[src/rtl/cmt_pkg.sv]
package cmt_pkg;
  localparam int START_WORD = 0;
  localparam int WORDS_PER_CH = 3;
  localparam int CKS_W = 2;
  localparam int IE_BIT = 6;
  localparam int DIV_EXP_BASE = 3;
  localparam int DIV_EXP_STEP = 2;
  localparam int DIV_EXP_MAX = DIV_EXP_BASE + DIV_EXP_STEP * ((1 << CKS_W) - 1);

  typedef enum logic [1:0] {
    RK_CTL = 2'd0,
    RK_CNT = 2'd1,
    RK_COR = 2'd2
  } reg_kind_e;

  function automatic int word_of(input int ch, input reg_kind_e k);
    return 1 + WORDS_PER_CH * ch + int'(k);
  endfunction
endpackage

[src/rtl/cmt_prescaler.sv]
module cmt_prescaler
  import cmt_pkg::*;
(
  input  logic             clk,
  input  logic             rst,
  input  logic             run,
  input  logic [CKS_W-1:0] cks,
  output logic             tick
);
  localparam int PRE_W = DIV_EXP_MAX;

  logic [PRE_W-1:0] pre_q;
  logic [PRE_W-1:0] div_m1;

  always_comb begin
    div_m1 = PRE_W'((1 << (DIV_EXP_BASE + DIV_EXP_STEP * int'(cks))) - 1);
    tick   = run && (pre_q >= div_m1);
  end

  always_ff @(posedge clk) begin
    if (rst || !run || tick) pre_q <= '0;
    else                     pre_q <= pre_q + 1'b1;
  end

  // a stopped channel leaves its prescaler at zero
  p_pre_idle_r5: assert property (@(posedge clk) disable iff (rst)
    !run |=> (pre_q == '0));
endmodule

[src/rtl/cmt_channel.sv]
module cmt_channel
  import cmt_pkg::*;
#(
  parameter int DW = 16
) (
  input  logic          clk,
  input  logic          rst,
  input  logic          run,
  input  logic          ctl_we,
  input  logic          cnt_we,
  input  logic          cor_we,
  input  logic [DW-1:0] wdata,
  output logic [DW-1:0] ctl_rd,
  output logic [DW-1:0] cnt_rd,
  output logic [DW-1:0] cor_rd,
  output logic          irq
);
  logic [CKS_W-1:0] cks_q;
  logic             ie_q;
  logic [DW-1:0]    cnt_q;
  logic [DW-1:0]    cor_q;
  logic             irq_q;
  logic             tick;
  logic             match;

  cmt_prescaler u_pre (
    .clk  (clk),
    .rst  (rst),
    .run  (run),
    .cks  (cks_q),
    .tick (tick)
  );

  assign match = tick && (cnt_q == cor_q) && !cnt_we;

  always_ff @(posedge clk) begin
    if (rst) begin
      cks_q <= '0;
      ie_q  <= 1'b0;
      cnt_q <= '0;
      cor_q <= '1;
      irq_q <= 1'b0;
    end else begin
      if (ctl_we) begin
        cks_q <= wdata[CKS_W-1:0];
        ie_q  <= wdata[IE_BIT];
      end
      if (cor_we) cor_q <= wdata;
      if (cnt_we)     cnt_q <= wdata;
      else if (match) cnt_q <= '0;
      else if (tick)  cnt_q <= cnt_q + 1'b1;
      irq_q <= match && ie_q;
    end
  end

  always_comb begin
    ctl_rd = '0;
    ctl_rd[CKS_W-1:0] = cks_q;
    ctl_rd[IE_BIT] = ie_q;
  end

  assign cnt_rd = cnt_q;
  assign cor_rd = cor_q;
  assign irq    = irq_q;

  // stopped and not written -> counter frozen
  p_hold_stopped_r8: assert property (@(posedge clk) disable iff (rst)
    (!run && !cnt_we) |=> $stable(cnt_q));
  // a match at a tick clears the counter
  p_clear_on_match_r6: assert property (@(posedge clk) disable iff (rst)
    (tick && !cnt_we && cnt_q == cor_q) |=> (cnt_q == '0));
  // software write always lands
  p_sw_wins_r9: assert property (@(posedge clk) disable iff (rst)
    cnt_we |=> (cnt_q == $past(wdata)));
  // single-clock pulse
  p_irq_single_r7: assert property (@(posedge clk) disable iff (rst)
    irq_q |=> !irq_q);
  // pulse only with enable set
  p_irq_needs_ie_r7: assert property (@(posedge clk) disable iff (rst)
    irq_q |-> $past(ie_q));
  // no pulse follows a stopped cycle
  p_irq_needs_run_r8: assert property (@(posedge clk) disable iff (rst)
    irq_q |-> $past(run));
endmodule

[src/rtl/cmt_regmap.sv]
module cmt_regmap
  import cmt_pkg::*;
#(
  parameter int NUM_CH = 2,
  parameter int DW     = 16,
  parameter int AW     = 3
) (
  input  logic                       clk,
  input  logic                       rst,
  input  logic                       bus_wr,
  input  logic                       bus_rd,
  input  logic [AW-1:0]              bus_addr,
  input  logic [DW-1:0]              bus_wdata,
  input  logic [NUM_CH-1:0][DW-1:0]  ctl_rd,
  input  logic [NUM_CH-1:0][DW-1:0]  cnt_rd,
  input  logic [NUM_CH-1:0][DW-1:0]  cor_rd,
  output logic [NUM_CH-1:0]          run,
  output logic [NUM_CH-1:0]          ctl_we,
  output logic [NUM_CH-1:0]          cnt_we,
  output logic [NUM_CH-1:0]          cor_we,
  output logic [DW-1:0]              bus_rdata
);
  logic [NUM_CH-1:0] start_q;
  logic [DW-1:0]     rmux;
  logic [DW-1:0]     rdata_q;
  logic [NUM_CH-1:0] hit_ch;
  logic              hit;
  logic              start_sel;

  assign start_sel = (int'(bus_addr) == START_WORD);

  for (genvar c = 0; c < NUM_CH; c++) begin : g_dec
    logic sel_ctl, sel_cnt, sel_cor;
    assign sel_ctl   = (int'(bus_addr) == word_of(c, RK_CTL));
    assign sel_cnt   = (int'(bus_addr) == word_of(c, RK_CNT));
    assign sel_cor   = (int'(bus_addr) == word_of(c, RK_COR));
    assign ctl_we[c] = bus_wr && sel_ctl;
    assign cnt_we[c] = bus_wr && sel_cnt;
    assign cor_we[c] = bus_wr && sel_cor;
    assign hit_ch[c] = sel_ctl || sel_cnt || sel_cor;
  end

  assign hit = start_sel || (|hit_ch);

  always_comb begin
    rmux = '0;
    if (start_sel) rmux[NUM_CH-1:0] = start_q;
    for (int c = 0; c < NUM_CH; c++) begin
      if (int'(bus_addr) == word_of(c, RK_CTL)) rmux = ctl_rd[c];
      if (int'(bus_addr) == word_of(c, RK_CNT)) rmux = cnt_rd[c];
      if (int'(bus_addr) == word_of(c, RK_COR)) rmux = cor_rd[c];
    end
  end

  always_ff @(posedge clk) begin
    if (rst) begin
      start_q <= '0;
      rdata_q <= '0;
    end else begin
      if (bus_wr && start_sel) start_q <= bus_wdata[NUM_CH-1:0];
      if (bus_rd) rdata_q <= rmux;
    end
  end

  assign run       = start_q;
  assign bus_rdata = rdata_q;

  // unmapped reads return zero
  p_unmapped_read_r10: assert property (@(posedge clk) disable iff (rst)
    (bus_rd && !hit) |=> (bus_rdata == '0));
  // unmapped writes leave the run register alone
  p_unmapped_write_r10: assert property (@(posedge clk) disable iff (rst)
    (bus_wr && !hit) |=> $stable(start_q));
  // run register readback has no stray bits
  p_start_bits_r3: assert property (@(posedge clk) disable iff (rst)
    (bus_rd && start_sel) |=> ((bus_rdata >> NUM_CH) == '0));
endmodule

[src/rtl/cmatch_timer.sv]
module cmatch_timer
  import cmt_pkg::*;
#(
  parameter int NUM_CH = 2,
  parameter int DW     = 16,
  parameter int AW     = $clog2(1 + WORDS_PER_CH * NUM_CH + 1)
) (
  input  logic              clk,
  input  logic              rst,
  input  logic              bus_wr,
  input  logic              bus_rd,
  input  logic [AW-1:0]     bus_addr,
  input  logic [DW-1:0]     bus_wdata,
  output logic [DW-1:0]     bus_rdata,
  output logic [NUM_CH-1:0] irq_o
);
  logic [NUM_CH-1:0]         run;
  logic [NUM_CH-1:0]         ctl_we, cnt_we, cor_we;
  logic [NUM_CH-1:0][DW-1:0] ctl_rd, cnt_rd, cor_rd;

  cmt_regmap #(.NUM_CH(NUM_CH), .DW(DW), .AW(AW)) u_map (
    .clk       (clk),
    .rst       (rst),
    .bus_wr    (bus_wr),
    .bus_rd    (bus_rd),
    .bus_addr  (bus_addr),
    .bus_wdata (bus_wdata),
    .ctl_rd    (ctl_rd),
    .cnt_rd    (cnt_rd),
    .cor_rd    (cor_rd),
    .run       (run),
    .ctl_we    (ctl_we),
    .cnt_we    (cnt_we),
    .cor_we    (cor_we),
    .bus_rdata (bus_rdata)
  );

  for (genvar c = 0; c < NUM_CH; c++) begin : g_ch
    cmt_channel #(.DW(DW)) u_ch (
      .clk    (clk),
      .rst    (rst),
      .run    (run[c]),
      .ctl_we (ctl_we[c]),
      .cnt_we (cnt_we[c]),
      .cor_we (cor_we[c]),
      .wdata  (bus_wdata),
      .ctl_rd (ctl_rd[c]),
      .cnt_rd (cnt_rd[c]),
      .cor_rd (cor_rd[c]),
      .irq    (irq_o[c])
    );
  end
endmodule

[config.mk]
export PLATFORM = sky130hd
export DESIGN_NAME = cmatch_timer
export DESIGN_NICKNAME = d
export VERILOG_FILES = /design/src/rtl/cmt_pkg.sv /design/src/rtl/cmt_prescaler.sv /design/src/rtl/cmt_channel.sv /design/src/rtl/cmt_regmap.sv /design/src/rtl/cmatch_timer.sv
export SDC_FILE = /design/constraint.sdc
export NUM_CORES = 1
export LEC_CHECK = 0
export BUFFER_PORTS_ARGS = -buffer_cell sky130_fd_sc_hd__clkbuf_2
export CAP_MARGIN = 20
export CORE_ASPECT_RATIO = 0.9
export CORE_MARGIN = 4
export CORE_UTILIZATION = 54
export CTS_BUF_LIST = sky130_fd_sc_hd__clkbuf_4 sky130_fd_sc_hd__clkbuf_8
export CTS_CLUSTER_SIZE = 24
export DETAILED_ROUTE_END_ITERATION = 8
export GPL_ROUTABILITY_DRIVEN = 0
export MAX_ROUTING_LAYER = met4
export PLACE_DENSITY = 0.76
export SYNTH_ARGS = -nofsm -noshare
export SYNTH_HDL_FRONTEND = slang
export SYNTH_SLANG_ARGS = --single-unit
[constraint.sdc]
create_clock -name clk -period 2.59 [get_ports clk]
set_clock_uncertainty 0.05 [all_clocks]
set_input_delay 0.518 -clock clk [delete_from_list [all_inputs] [get_ports clk]]
set_output_delay 0.518 -clock clk [all_outputs]
set_load 0.005 [all_outputs]
==> results of run 1 <==
-- final cells by class --
cell class,instances,area share
clock buffer,9,0.0185
clock inverter,7,0.0114
inverter,12,0.00674
multi-input combinational,582,0.560
sequential,108,0.323
tap,152,0.0285
timing repair buffer,56,0.0517
-- flip-flops by register name, summed over array words and instances, names as in the netlist --
signal                 flops
g_ch.u_ch.irq              2
g_ch.u_ch.cks_q            4
g_ch.u_ch.cnt_rd          32
g_ch.u_ch.ie_q             2
g_ch.u_ch.cor_rd          32
u_map.bus_rdata           16
g_ch.u_ch.u_pre.pre_q     18
u_map.run                  2
-- cells in the mapped netlist (9+ instances only) --
cell and instances:
a21oi_1 23, o21ai_0 27, nor2_1 65, inv_1 12, clkbuf_1 23, nand3_1 31
xnor2_1 38, nand2_1 119, mux2i_1 25, nor3_1 10, xor2_1 19, a211oi_1 19
nand4_1 18, and2_1 9, a31oi_1 11, dfxtp_1 108, a22oi_1 14, buf_2 20
nand3b_1 36, ha_1 18
-- cells in the final DEF (no fill, tap or decap), types with 4 or more instances in the layout --
cell type / n
nand2_1: 119
dfxtp_1: 108
nor2_1: 65
clkbuf_2: 40
xnor2_1: 38
nand3b_1: 36
nand3_1: 31
o21ai_0: 27
mux2i_1: 25
a21oi_1: 23
a211oi_1: 19
xor2_1: 19
nand4_1: 18
ha_1: 18
a22oi_1: 14
buf_4: 14
inv_1: 12
a31oi_1: 11
nor3_1: 10
and2_1: 9
clkbuf_8: 9
and3_1: 8
o21ai_1: 8
nor2_2: 8
nor2b_1: 5
nor4_1: 5
a2bb2oi_1: 5
o22ai_1: 4
-- where the power goes --
group	switching [mW]	leakage (nW)	internal, mW
Sequential	0.0882	0.880	1.73
Combinational	0.245	1.58	0.181
Clock	0.620	0.0958	0.452
-- routing by layer --
layer / track usage / share of wire / up-vias
met4: 0.0760 / 0.019 / 0
li1: - / - / 2687
met1: 0.360 / 0.45 / 2710
met3: 0.0735 / 0.11 / 27
met2: 0.391 / 0.43 / 269
met5: - / 0 / -
-- worst register-to-register path, cell delays in order (launching register included) --
cell	delay [ns]
dfxtp_1	0.46
nand2_1	0.12
ha_1	0.31
nand2_1	0.09
o21ai_0	0.29
a32oi_2	0.12
buf_12	0.19
nor4_1	0.27
a21oi_1	0.10
a211oi_1	0.24
-- cell families after synthesis --
| logic type | after synthesis |
|---|---|
| AND/OR/NAND/NOR | 339 |
| flip-flops | 108 |
| buffers and inverters | 70 |
| other | 1 |
| AO/OA/AOI/OAI | 139 |
| XOR/XNOR | 57 |
| multiplexers | 27 |
| adder cells (fa/ha/maj) | 18 |
-- worst max-delay path by stage --
stage	start	to	slack [ns]	cells after the start
6_report	g_ch[0].u_ch.cks_q[1]	g_ch[0].u_ch.cnt_rd[7]	0.28	9
3_5_place_dp	g_ch[0].u_ch.cks_q[1]	g_ch[0].u_ch.cnt_rd[8]	0.30	9
3_3_place_gp	g_ch[0].u_ch.cks_q[1]	g_ch[0].u_ch.cnt_rd[7]	0.35	9
5_1_grt	g_ch[0].u_ch.cks_q[1]	g_ch[0].u_ch.cnt_rd[8]	0.01	9
4_1_cts	g_ch[0].u_ch.cks_q[1]	g_ch[0].u_ch.cnt_rd[8]	0.26	9
2_1_floorplan	g_ch[1].u_ch.cks_q[1]	g_ch[1].u_ch.cnt_rd[6]	0.50	9
-- timing repair --
item                       4_1_cts  5_1_grt
setup endpoints to repair        0        1
resized for setup                0        1
setup buffers                    0        0
-- through the flow --
step / utilization / total power, mW / std cells
after floorplan: - / 2.11 / 760
after global placement: 0.585 / 2.25 / 910
after detailed placement: 0.585 / 2.26 / 910
after CTS: 0.603 / 3.30 / 926
after global routing: 0.603 / 3.42 / 926
final: 0.603 / 3.31 / 926
==> impl_results.md, run 1 <==
* CP peak stage delay at 0.46 ns
* Largest family of logic cells by synthesized area: simple AND/OR/NAND/NOR gates
* DRC viols at 0
* GRT overflow at 0
* Final worst slack at 0.281 ns
* Vias per cell at 6.15
* Critical path class: flip-flop to flip-flop
* Port-buffer cells at 40
* Vias in the first global route at 5311
* H-tree levels at 3
* Design area at 6680 µm²
* Synth Cell Area at 6250 µm²
* Synth-to-Final Area Change at 6.97%
* Internal reg-to-reg setup slack at 0.28 ns
* CTS tree: built
* Final setup fails at 0
* EDFF count, synth at 0
* Hold path cells at 3
* Xor and xnor area share after synthesis at 0.0799
* Num CTS Buffers at 9
* Dpl ws at 0.297 ns
* Filler Cells Inserted at 988
* Cell taking the most area after synthesis: dfxtp_1
* Setup TNS at 0 ns
* Least-Margin Pin Slew at 0.720 ns
* RSZ-0062 raised after global routing: no
* Gate count after technology mapping at 759
* Worst hold endpoint: g_ch[0].u_ch.cnt_rd[9]
* Register area share after synthesis at 0.346
* DRT Pass-1 Iters at 6
* Peak VDD IR at 0.262 mV
* Clk_lat worst skew at 0.40 ns
* Mux cell area share after synthesis at 0.0455
* RR Startpoint: g_ch[0].u_ch.cks_q[1]
* Max-Cap Viols at 0
* Clock Sink Count at 108
* Initial antenna violation count at 0
* Hold Buf Count CTS at 0
* CTS Buffer Depth at 2
* Layout cells sized above 1 at 0.137
* Multi-input logic area at 3740 µm²
* HPWL Detailed at 12.6 mm
* Die ar. at 13400 µm²
* Synth Register Bits at 108
* Synthesized area per cell at 8.23 µm²
* Placement Rows at 36
* Hold WS at 0.363 ns
* First-pass GRT wire length at 27.3 mm
* Inserted Diodes at 0
* Fmax at 0.433 GHz
* Die span in y at 110 µm
* Status: finished, final reports clean
* CP Buf/Inv Count at 1
* Most used DFF post-synth: dfxtp_1
* Compound-cell area share of the yosys netlist at 0.156
* Worst R2R End: g_ch[0].u_ch.cnt_rd[7]
* Worst-path fanout max at 31
* Top post-synthesis cells by area: dfxtp_1 (35%), nand2_1 (7.1%), xnor2_1 (5.3%), nand3b_1 (4.3%), mux2i_1 (4.0%)
* Crit-path slowest cell: dfxtp_1
* Crit path max-delay family: compound AO/OA/AOI/OAI gates
* Fin crit share at 0.892
* Post-layout min period at 2.31 ns
* Simple-gate share of the synthesized area at 0.280
* # IOs at 41
* Pins Over Slew Limit at 0
* Synth warn at 0
* Worst reg2reg path depth at 9
* Ys async rst share at 0
* Post-route ant nets at 0
* Worst setup SP type: flip-flop
* Worst path cell trace: nand2_1 -> ha_1 -> nand2_1 -> o21ai_0 -> a32oi_2 -> buf_12 -> nor4_1 -> a21oi_1 -> a211oi_1
* Core Footprint at 11100 µm²
* Relative slew margins at 0.518
* Worst Path Required at 2.85 ns
* DP Area at 6480 µm²
* Adder-cell share of the synthesized area at 0.0360
* Netlist cell types at 72
* DR vias at 5693
* Nets at 810
* Routed wire per std cell at 18.4 µm
* Final Hold Vio Count at 0
* Initial drt markers at 752
* Initial core utilization at 0.564
* Total GRT Usage at 0.266
* Critical Path End Type: flip-flop
* Largest net degree at the start of global routing at 66
* Min-delay worst type: input port to flip-flop
* Register area at 2160 µm²
* Cell mode on critical path: nand2_1
* Synth top area share at 0.346
* Clk slew on worst S/H paths at 0.11 ns
* Critical hold path startpoint: bus_wdata[9]
* Arr. time, crit path at 2.57 ns
* Total Routed Length at 17.1 mm
* Die Wd at 121 µm
* P_leak at 2.55 nW
* Clock root buffer: clkbuf_8
* PwrDens at 495 nW/µm²
Note: power is estimated with default switching activity, not from simulation.
==> run 2, diff against run 1 <==
Settings changed: CORE_ASPECT_RATIO 0.9 to not set, SLEW_MARGIN set to 30.
==> run 2 against run 1 <==
Critical path depth did not move. Flip-flop and latch count did not move. Setup slack worse by 0.025 ns. Final cell count is 0.97% lower. Clock-buffer cell count up 2. Sequential power about the same. Die area about the same. Routed wire length is 3.9% lower. Largest power group unchanged. Highest routed layer unchanged.
==> impl_results.md, run 2 (synthesized netlist as in run 1, its figures left out) <==
* Worst R2R End: g_ch[0].u_ch.cnt_rd[8]
* Pins Over Slew Limit at 0
* RSZ-0062 raised after global routing: no
* Post-route ant nets at 0
* Peak VDD IR at 0.377 mV
* Die ar. at 13400 µm²
* Clock Sink Count at 108
* # IOs at 41
* Worst reg2reg path depth at 9
* Final Hold Vio Count at 0
* Most frequent cells in the layout: nand2_1 (119), dfxtp_1 (108), nor2_1 (65)
* Die span in y at 116 µm
* CP peak stage delay at 0.44 ns
* Total power draw at 3.31 mW
* Crit path capture: g_ch[0].u_ch.cnt_rd[8]
* Worst setup SP type: flip-flop
* Hold path cells at 3
* Nets at 810
* Clk_lat worst skew at 0.39 ns
* Total GRT Usage at 0.255
* Max-Cap Viols at 0
* Worst Path Required at 2.84 ns
* Total Routed Length at 16.4 mm
* Setup TNS at 0 ns
* Filler Cells Inserted at 1047
* DR vias at 5619
* Layout cells sized above 1 at 0.137
* GRT overflow at 0
* Initial core utilization at 0.550
* Fin crit share at 0.901
* Commonest non-fill, non-tap cell in the layout: nand2_1
* CTS tree: built
* Critical path class: flip-flop to flip-flop
* Critical path origin: g_ch[0].u_ch.cks_q[1]
* Vias per cell at 6.13
* First-pass GRT wire length at 26.2 mm
* Arr. time, crit path at 2.59 ns
* DRT Pass-1 Iters at 5
* CP Depth at 9
* Core Footprint at 11400 µm²
* Largest net degree at the start of global routing at 45
* Die Wd at 116 µm
* Initial antenna violation count at 0
* RR Startpoint: g_ch[0].u_ch.cks_q[1]
* DRC viols at 0
* PwrDens at 497 nW/µm²
* Crit path max-delay family: compound AO/OA/AOI/OAI gates
* P_leak at 2.55 nW
* CP Buf/Inv Count at 1
* Hold Buf Count CTS at 0
* Resized cells post-CTS at 0
* HPWL Detailed at 12.1 mm
* Routed wire per std cell at 17.9 µm
* Worst-path fanout max at 31
* Register area at 2160 µm²
* Fmax at 0.428 GHz
* Critical hold path startpoint: bus_wdata[12]
* Multi-input logic area at 3740 µm²
* Placement Rows at 39
* Num CTS Buffers at 9
* Total setup buffers inserted after CTS at 0
* Vias in the first global route at 5203
* Post-layout min period at 2.33 ns
* Worst path cell trace: nand2_1 -> ha_1 -> nand2_1 -> o21ai_0 -> a32oi_2 -> buf_12 -> a2111oi_0 -> a31oi_1 -> a211oi_1
* Min-delay worst type: input port to flip-flop
* CTS Buffer Depth at 2
* Synth-to-Final Area Change at 6.63%
* Relative slew margins at 0.548
* H-tree levels at 3
* Clock root buffer: clkbuf_8
* Final Util at 0.586
* Final setup fails at 0
* Least-Margin Pin Slew at 0.676 ns
* Critical Path End Type: flip-flop
* Crit-path slowest cell: dfxtp_1
* Inserted Diodes at 0
* Port-buffer cells at 40
* Initial drt markers at 720
* Internal reg-to-reg setup slack at 0.26 ns
* Cell mode on critical path: nand2_1
* Status: finished, final reports clean
* Clk slew on worst S/H paths at 0.11 ns
-- run 2: cell types whose count changed in the layout (fill, tap and decap cells not counted), sizes merged --
cell	before	now
clkbuf	49	51
clkinv	3	1
-- run 2: report_power, final --
part	internal, mW	leakage [nW]	switching (mW)
Sequential	1.73	0.880	0.0841
Clock	0.487	0.0994	0.593
Combinational	0.179	1.57	0.241
Total	2.39	2.55	0.918
-- run 2: worst min path at each step --
| stage | endpoint |
|---|---|
| 2_1_floorplan | g_ch[1].u_ch.u_pre.pre_q[0] |
| 3_3_place_gp | g_ch[1].u_ch.u_pre.pre_q[0] |
| 3_5_place_dp | g_ch[1].u_ch.u_pre.pre_q[0] |
| 4_1_cts | g_ch[0].u_ch.cnt_rd[9] |
| 5_1_grt | g_ch[0].u_ch.cnt_rd[9] |
| 6_report | g_ch[1].u_ch.cor_rd[12] |
-- run 2: final cells by class --
class,instances,area share
multi-input combinational,582,0.561
sequential,108,0.325
timing repair buffer,56,0.0500
tap,143,0.0269
clock buffer,11,0.0218
clock inverter,5,0.00883
inverter,12,0.00676
-- run 2: stage by stage --
stage	worst slack, ns	hold WS (ns)	area (µm²)	instances
3_3_place_gp	0.346	0.399	6460	901
2_1_floorplan	0.496	0.380	6250	760
5_1_grt	0.0115	0.394	6660	917
3_5_place_dp	0.245	0.415	6460	901
4_1_cts	0.224	0.373	6660	917
6_report	0.255	0.384	6660	917
-- run 2: layer usage --
layer	track usage	part of all wire	vias to the layer above
met4	0.131	0.041	0
li1	-	-	2692
met1	0.331	0.43	2623
met3	0.0292	0.069	57
met2	0.393	0.46	247
met5	-	0	-
-- run 2: tightest hold or removal path, cell delays in order --
cell and delay, ns:
clkbuf_2 0.14, nand2_1 0.06, nand3b_1 0.07
